`src/rtl/irqv_pkg.sv`:
```
package irqv_pkg;
    localparam int NUM_DMA   = 3;
    localparam int NUM_SRC   = NUM_DMA + 1;
    localparam int RASTER_IX = NUM_DMA;
    localparam int CODE_W    = 2;
    localparam int DATA_W    = 8;
    localparam int BASE_W    = DATA_W - CODE_W - 1;
    localparam logic [CODE_W-1:0] CODE_RASTER = 2'b11;

    typedef enum logic {ACK_WAIT, ACK_HOLD} ack_state_t;

    function automatic logic [CODE_W-1:0] dma_code(input int k);
        return CODE_W'(NUM_DMA - 1 - k);
    endfunction
endpackage

```
`src/rtl/irqv_flags.sv`:
```
module irqv_flags
    import irqv_pkg::*;
(
    input  logic               clk,
    input  logic               rst_n,
    input  logic               raster_set,
    input  logic [NUM_DMA-1:0] dma_set,
    input  logic [NUM_DMA-1:0] cpu_clr,
    input  logic [NUM_SRC-1:0] ack_clr,
    output logic [NUM_SRC-1:0] pend
);
    logic [NUM_SRC-1:0] set_v;
    logic [NUM_SRC-1:0] clr_v;

    always_comb begin
        set_v = {raster_set, dma_set};
        clr_v = ack_clr | {1'b0, cpu_clr};
    end

    for (genvar i = 0; i < NUM_SRC; i++) begin : g_flag
        always_ff @(posedge clk) begin
            if (!rst_n)         pend[i] <= 1'b0;
            else if (set_v[i])  pend[i] <= 1'b1;
            else if (clr_v[i])  pend[i] <= 1'b0;
        end

        // a request always wins over a same-cycle clear
        a_r12_set_wins: assert property (@(posedge clk) disable iff (!rst_n)
            set_v[i] |=> pend[i]);
    end

    // raster flag retires on its acknowledge
    a_r8_raster_clear: assert property (@(posedge clk) disable iff (!rst_n)
        (ack_clr[RASTER_IX] && !raster_set) |=> !pend[RASTER_IX]);
endmodule

```
`src/rtl/irqv_regs.sv`:
```
module irqv_regs
    import irqv_pkg::*;
(
    input  logic               clk,
    input  logic               rst_n,
    input  logic               reg_wr,
    input  logic               reg_sel,
    input  logic [DATA_W-1:0]  reg_wdata,
    input  logic [NUM_DMA-1:0] dma_stop,
    input  logic [NUM_SRC-1:0] pend,
    output logic [NUM_DMA-1:0] en,
    output logic [NUM_DMA-1:0] cpu_clr,
    output logic [BASE_W-1:0]  vbase_hi,
    output logic               auto_clr,
    output logic [DATA_W-1:0]  reg_rdata
);
    localparam int GAP_W = DATA_W - NUM_SRC - NUM_DMA;

    logic csr_wr;
    logic vb_wr;

    always_comb begin
        csr_wr  = reg_wr && !reg_sel;
        vb_wr   = reg_wr && reg_sel;
        cpu_clr = csr_wr ? reg_wdata[NUM_SRC+GAP_W+NUM_DMA-2 -: NUM_DMA] : '0;
    end

    for (genvar k = 0; k < NUM_DMA; k++) begin : g_en
        always_ff @(posedge clk) begin
            if (!rst_n)           en[k] <= 1'b0;
            else if (dma_stop[k]) en[k] <= 1'b0;
            else if (csr_wr)      en[k] <= reg_wdata[k];
        end

        // stop clears the matching enable
        a_r3_stop_clears: assert property (@(posedge clk) disable iff (!rst_n)
            dma_stop[k] |=> !en[k]);
    end

    always_ff @(posedge clk) begin
        if (!rst_n) begin
            vbase_hi <= '0;
            auto_clr <= 1'b1;
        end else if (vb_wr) begin
            vbase_hi <= reg_wdata[DATA_W-1 -: BASE_W];
            auto_clr <= reg_wdata[0];
        end
    end

    always_comb begin
        if (reg_sel) reg_rdata = {vbase_hi, {CODE_W{1'b0}}, auto_clr};
        else         reg_rdata = {~pend, {GAP_W{1'b0}}, en};
    end
endmodule

```
`src/rtl/irqv_prio.sv`:
```
module irqv_prio
    import irqv_pkg::*;
(
    input  logic [NUM_SRC-1:0] pend,
    output logic [NUM_SRC-1:0] grant,
    output logic [CODE_W-1:0]  code
);
    always_comb begin
        grant = '0;
        code  = CODE_RASTER;
        if (pend[RASTER_IX]) begin
            grant[RASTER_IX] = 1'b1;
        end else begin
            for (int k = 0; k < NUM_DMA; k++) begin
                if (pend[k]) begin
                    grant    = '0;
                    grant[k] = 1'b1;
                    code     = dma_code(k);
                end
            end
        end
    end

    // at most one source granted
    always_comb begin
        a_r6_onehot: assert ($onehot0(grant));
    end
endmodule

```
`src/rtl/irqv_ack_fsm.sv`:
```
module irqv_ack_fsm
    import irqv_pkg::*;
(
    input  logic               clk,
    input  logic               rst_n,
    input  logic               ack,
    input  logic [NUM_SRC-1:0] pend,
    input  logic [NUM_SRC-1:0] grant,
    input  logic [CODE_W-1:0]  code,
    input  logic [BASE_W-1:0]  vbase_hi,
    input  logic               auto_clr,
    output logic [NUM_SRC-1:0] ack_clr,
    output logic [DATA_W-1:0]  vector
);
    ack_state_t state, state_nx;
    logic       accept;

    always_ff @(posedge clk) begin
        if (!rst_n) state <= ACK_WAIT;
        else        state <= state_nx;
    end

    always_comb begin
        state_nx = state;
        accept   = 1'b0;
        unique case (state)
            ACK_WAIT: if (ack) begin
                accept   = 1'b1;
                state_nx = ACK_HOLD;
            end
            ACK_HOLD: if (!ack) state_nx = ACK_WAIT;
        endcase
    end

    always_comb begin
        ack_clr = '0;
        if (accept) ack_clr = grant & {1'b1, {NUM_DMA{auto_clr}}};
    end

    always_ff @(posedge clk) begin
        if (!rst_n)      vector <= '0;
        else if (accept) vector <= {vbase_hi, code, 1'b0};
    end

    // base bits and zero bit 0
    a_r7_vec_fields: assert property (@(posedge clk) disable iff (!rst_n)
        accept |=> (vector[0] == 1'b0) && (vector[DATA_W-1 -: BASE_W] == $past(vbase_hi)));
    // raster wins when pending
    a_r6_raster_first: assert property (@(posedge clk) disable iff (!rst_n)
        (accept && pend[RASTER_IX]) |=> (vector[2:1] == CODE_RASTER));
    // empty acknowledge uses raster code
    a_r10_empty_code: assert property (@(posedge clk) disable iff (!rst_n)
        (accept && pend == '0) |=> (vector[2:1] == CODE_RASTER));
    // vector holds while the strobe lasts
    a_r11_vec_stable: assert property (@(posedge clk) disable iff (!rst_n)
        (state == ACK_HOLD) |=> $stable(vector));
endmodule

```
`src/rtl/irq_vector_ctrl.sv`:
```
module irq_vector_ctrl
    import irqv_pkg::*;
(
    input  logic               clk,
    input  logic               rst_n,
    input  logic               reg_wr,
    input  logic               reg_sel,
    input  logic [DATA_W-1:0]  reg_wdata,
    output logic [DATA_W-1:0]  reg_rdata,
    input  logic               raster_req,
    input  logic [NUM_DMA-1:0] dma_req,
    input  logic [NUM_DMA-1:0] dma_stop,
    input  logic               ack,
    output logic [DATA_W-1:0]  vector,
    output logic               irq_n,
    output logic [NUM_DMA-1:0] dma_en
);
    logic [NUM_SRC-1:0] pend;
    logic [NUM_SRC-1:0] grant;
    logic [NUM_SRC-1:0] ack_clr;
    logic [NUM_DMA-1:0] cpu_clr;
    logic [CODE_W-1:0]  code;
    logic [BASE_W-1:0]  vbase_hi;
    logic               auto_clr;

    irqv_regs u_regs (
        .clk(clk), .rst_n(rst_n), .reg_wr(reg_wr), .reg_sel(reg_sel),
        .reg_wdata(reg_wdata), .dma_stop(dma_stop), .pend(pend),
        .en(dma_en), .cpu_clr(cpu_clr), .vbase_hi(vbase_hi),
        .auto_clr(auto_clr), .reg_rdata(reg_rdata)
    );

    irqv_flags u_flags (
        .clk(clk), .rst_n(rst_n), .raster_set(raster_req), .dma_set(dma_req),
        .cpu_clr(cpu_clr), .ack_clr(ack_clr), .pend(pend)
    );

    irqv_prio u_prio (.pend(pend), .grant(grant), .code(code));

    irqv_ack_fsm u_fsm (
        .clk(clk), .rst_n(rst_n), .ack(ack), .pend(pend), .grant(grant),
        .code(code), .vbase_hi(vbase_hi), .auto_clr(auto_clr),
        .ack_clr(ack_clr), .vector(vector)
    );

    assign irq_n = ~|pend;

    // a raster request drives the line low next cycle
    a_r4_irq_low: assert property (@(posedge clk) disable iff (!rst_n)
        raster_req |=> !irq_n);
    // a CPU write never retires the raster flag
    a_r5_raster_keep: assert property (@(posedge clk) disable iff (!rst_n)
        (pend[RASTER_IX] && reg_wr && !reg_sel && !ack) |=> !irq_n);
endmodule

```
`config.mk`:
```
export PLATFORM = sky130hd
export DESIGN_NAME = irq_vector_ctrl
export DESIGN_NICKNAME = d
export VERILOG_FILES = /design/src/rtl/irqv_pkg.sv /design/src/rtl/irqv_flags.sv /design/src/rtl/irqv_regs.sv /design/src/rtl/irqv_prio.sv /design/src/rtl/irqv_ack_fsm.sv /design/src/rtl/irq_vector_ctrl.sv
export SDC_FILE = /design/constraint.sdc
export NUM_CORES = 1
export LEC_CHECK = 0
export ABC_AREA = 1
export BUFFER_PORTS_ARGS = -buffer_cell sky130_fd_sc_hd__buf_4
export CORE_MARGIN = 8
export CORE_UTILIZATION = 34
export CTS_BUF_LIST = sky130_fd_sc_hd__clkbuf_4 sky130_fd_sc_hd__clkbuf_8 sky130_fd_sc_hd__clkbuf_16
export DETAILED_ROUTE_END_ITERATION = 8
export PLACE_DENSITY_LB_ADDON = 0.25
export SETUP_SLACK_MARGIN = 0.15
export SYNTH_ARGS = -nofsm -noshare
export SYNTH_HDL_FRONTEND = slang
export SYNTH_HIERARCHICAL = 1
export SYNTH_SLANG_ARGS = --single-unit
export TNS_END_PERCENT = 50
```
`constraint.sdc`:
```
create_clock -name clk -period 1.8 [get_ports clk]
set_input_delay 0.36 -clock clk [delete_from_list [all_inputs] [get_ports clk]]
set_output_delay 0.36 -clock clk [all_outputs]
set_load 0.005 [all_outputs]
```
==> flow_metrics.env <==
export IMPL_status="finished, final reports clean"
export IMPL_ctsRootBufferMaster="clkbuf_4"
export IMPL_die_w_um=73.5
export IMPL_viasPerCell=4.07
export IMPL_fmax_ghz=0.670
export IMPL_drcViolationCount=0
export IMPL_finalSetupViolCount=0
export IMPL_place_detailed_hpwl_mm=2.02
export IMPL_worstSetupPathType="flip-flop to primary output"
export IMPL_cp_slowest_cell="dfxtp_1"
export IMPL_hp_class="input pin to flip-flop"
export IMPL_leakagePower_nw=0.773
export IMPL_cts_hold_buf=0
export IMPL_num_vias=1066
export IMPL_synth_distinct_cells=18
export IMPL_period_share_pct=82.9
export IMPL_drive_gt1_share_pct=29.6
export IMPL_pwr_share_comb_pct=21.9
export IMPL_diodes=0
export IMPL_grt_max_degree=17
export IMPL_start_util_pct=34.4
export IMPL_critPathBufInv=1
export IMPL_rsz0062_at_grt="false"
export IMPL_maxSlewViolCount=0
export IMPL_fp_coreArea_um2=3260
export IMPL_design_area_um2=1460
export IMPL_cts_tree="built"
export IMPL_setup_ws_ns=0.307
export IMPL_synth_warning_count=6
export IMPL_arrival_ns=1.13
export IMPL_crit_path_start_kind="flip-flop"
export IMPL_synth_seq_cells=21
export IMPL_netlist_area_um2=1120
export IMPL_path_max_fanout=6
export IMPL_crit_path_max_incr_delay_ns=0.49
export IMPL_grt_pass1_vias=1019
export IMPL_portBuffers=38
export IMPL_p_sw_mw=0.282
export IMPL_avgSynthCellArea_um2=6.27
export IMPL_dpl_instance_area_um2=1430
export IMPL_cts_resized=0
export IMPL_die_area_um2=5400
export IMPL_hold_violations=0
export IMPL_syn_nets=199
export IMPL_synthesis_instances=179
export IMPL_cap_violations=0
export IMPL_synth_edff_count=0
export IMPL_clk_pin_slew_ns=0.12
export IMPL_drt_pass1_iter_count=4
export IMPL_grt_pass1_wl_mm=4.26
export IMPL_cts_buffers=3
export IMPL_die_y_um=73.5
export IMPL_io_pins=40
export IMPL_ir_drop_v=0.000255
export IMPL_cts_sinks=21
export IMPL_seqPwrFrac_pct=54.2
export IMPL_drtIter0Drc=27
export IMPL_post_cts_buffers=0
export IMPL_cp_required_ns=1.44
export IMPL_async_reset_ff_share_pct=0
export IMPL_ant_nets=0
export IMPL_std_cell_rows=21
export IMPL_period_minus_slack_ns=1.49
export IMPL_gp_congestion=0.759
export IMPL_track_usage_pct=9.99
export IMPL_ys_seq_area_share_pct=37.5
export IMPL_cp_top_family="flip-flops"
export IMPL_swShare_pct=29.2
export IMPL_antenna_found_initial=0
export IMPL_drt_wl_total_mm=2.54
export IMPL_cts_htree_levels=1
export IMPL_wl_per_cell_um=9.69
export IMPL_overflow=0
export IMPL_clk_latency_ns=0.30
export IMPL_end_kind="primary output"
export IMPL_clkPwrFrac_pct=23.9
export IMPL_timing_setup_tns_ns=0
export IMPL_fin_skew_ns=0.00294
export IMPL_p_int_mw=0.686
export IMPL_crit_chain="o21ai_0 > buf_4"
export IMPL_nets=237
export IMPL_yosys_most_used_dff="dfxtp_1"
export IMPL_dp_worst_setup_slack_ns=0.498
export IMPL_cts_path_max_buffers=2
export IMPL_powerDensity_nw_per_um2=664
export IMPL_syn_to_final_growth_pct=29.9
## power by group through the flow
stage	combinational, mW	sequential [mW]	clock (mW)
2_1_floorplan	0.124	0.531	0
3_3_place_gp	0.215	0.536	0
3_5_place_dp	0.216	0.536	0
4_1_cts	0.216	0.525	0.243
5_1_grt	0.244	0.530	0.268
6_report	0.212	0.525	0.232
## final cells by class
cell class / count / area, um^2
clock buffer: 3 / 22.5
clock inverter: 1 / 5.00
fill: 378 / 1800
inverter: 44 / 166
multi-input combinational: 109 / 500
sequential: 21 / 420
tap: 46 / 57.6
timing repair buffer: 38 / 285
## flip-flops by register name, summed over array words and instances (netlist names)
| signal | cells |
|---|---|
| u_fsm/state | 1 |
| u_regs/vbase_hi | 5 |
| u_fsm/vector | 7 |
| u_regs/auto_clr | 1 |
| u_regs/en | 3 |
| u_flags/pend | 4 |
## synthesized netlist by cell type (2+ instances only)
cell      n  area (um^2)
a21oi_2   3         26.3
buf_4     4         30.0
dfxtp_1  21          420
inv_1    33          124
inv_2    10         37.5
nand2_1  29          109
nand2_2   2         12.5
nand3_1  11         55.1
nand3_2   3         30.0
nor2_1   46          173
o21ai_0  10         50.1
## worst reg2reg max path: stages, from the launching register on
cell	delay, ns
dfxtp_1	0.46
nand2_2	0.08
nor2_1	0.13
nand2_1	0.06
nor2_1	0.13
inv_2	0.04
nand3_2	0.07
a21oi_2	0.05
## metrics by stage
step | power (mW) | hold slack, ns | util [%] | cells
final | 0.969 | 0.258 | 44.7 | 262
after floorplan | 0.655 | 0.444 | - | 179
after CTS | 0.985 | 0.247 | 44.7 | 262
after detailed placement | 0.752 | 0.478 | 43.9 | 258
after global routing | 1.04 | 0.237 | 44.7 | 262
after global placement | 0.751 | 0.468 | 43.9 | 258
## routing by layer
layer  up-vias  GRT usage (%)  wire, um
met2        27           16.1      1140
met5         -              0         0
li1        592              -         -
met4         0           5.32        27
met3         2           4.09       178
met1       445           10.8      1200
## final timing paths
check | start | endpoint | slack, ns | depth (start not counted)
setup / recovery | u_flags/pend[2] | reg_rdata[6] | 0.31 | 2
hold reg to reg | u_fsm/vector[3] | u_fsm/vector[3] | 0.49 | 2
hold / removal | raster_req | u_flags/pend[3] | 0.26 | 3
setup reg to reg | u_flags/pend[0] | u_flags/pend[0] | 0.69 | 7
## cell families after synthesis
logic type	after synthesis	share of synthesized area [%]
buffers and inverters	49	17.9
and+or+nand+nor	94	37.0
DFF	21	37.5
other	1	0.334
AOI/OAI and AO/OA	14	7.25
## layout by cell type, fill, tap and decap left out
cell type / count
clkinv_2: 2
nand3_2: 3
nor2_2: 1
inv_1: 33
nand3_1: 11
nor3_2: 1
a21oi_2: 3
nor2_1: 46
conb_1: 1
nand2_2: 2
buf_4: 38
nor2_8: 1
clkbuf_4: 3
nand2_1: 29
dfxtp_1: 21
o21ai_0: 10
a21oi_1: 1
inv_2: 10
No activity file was read; power rests on OpenSTA's default activity.
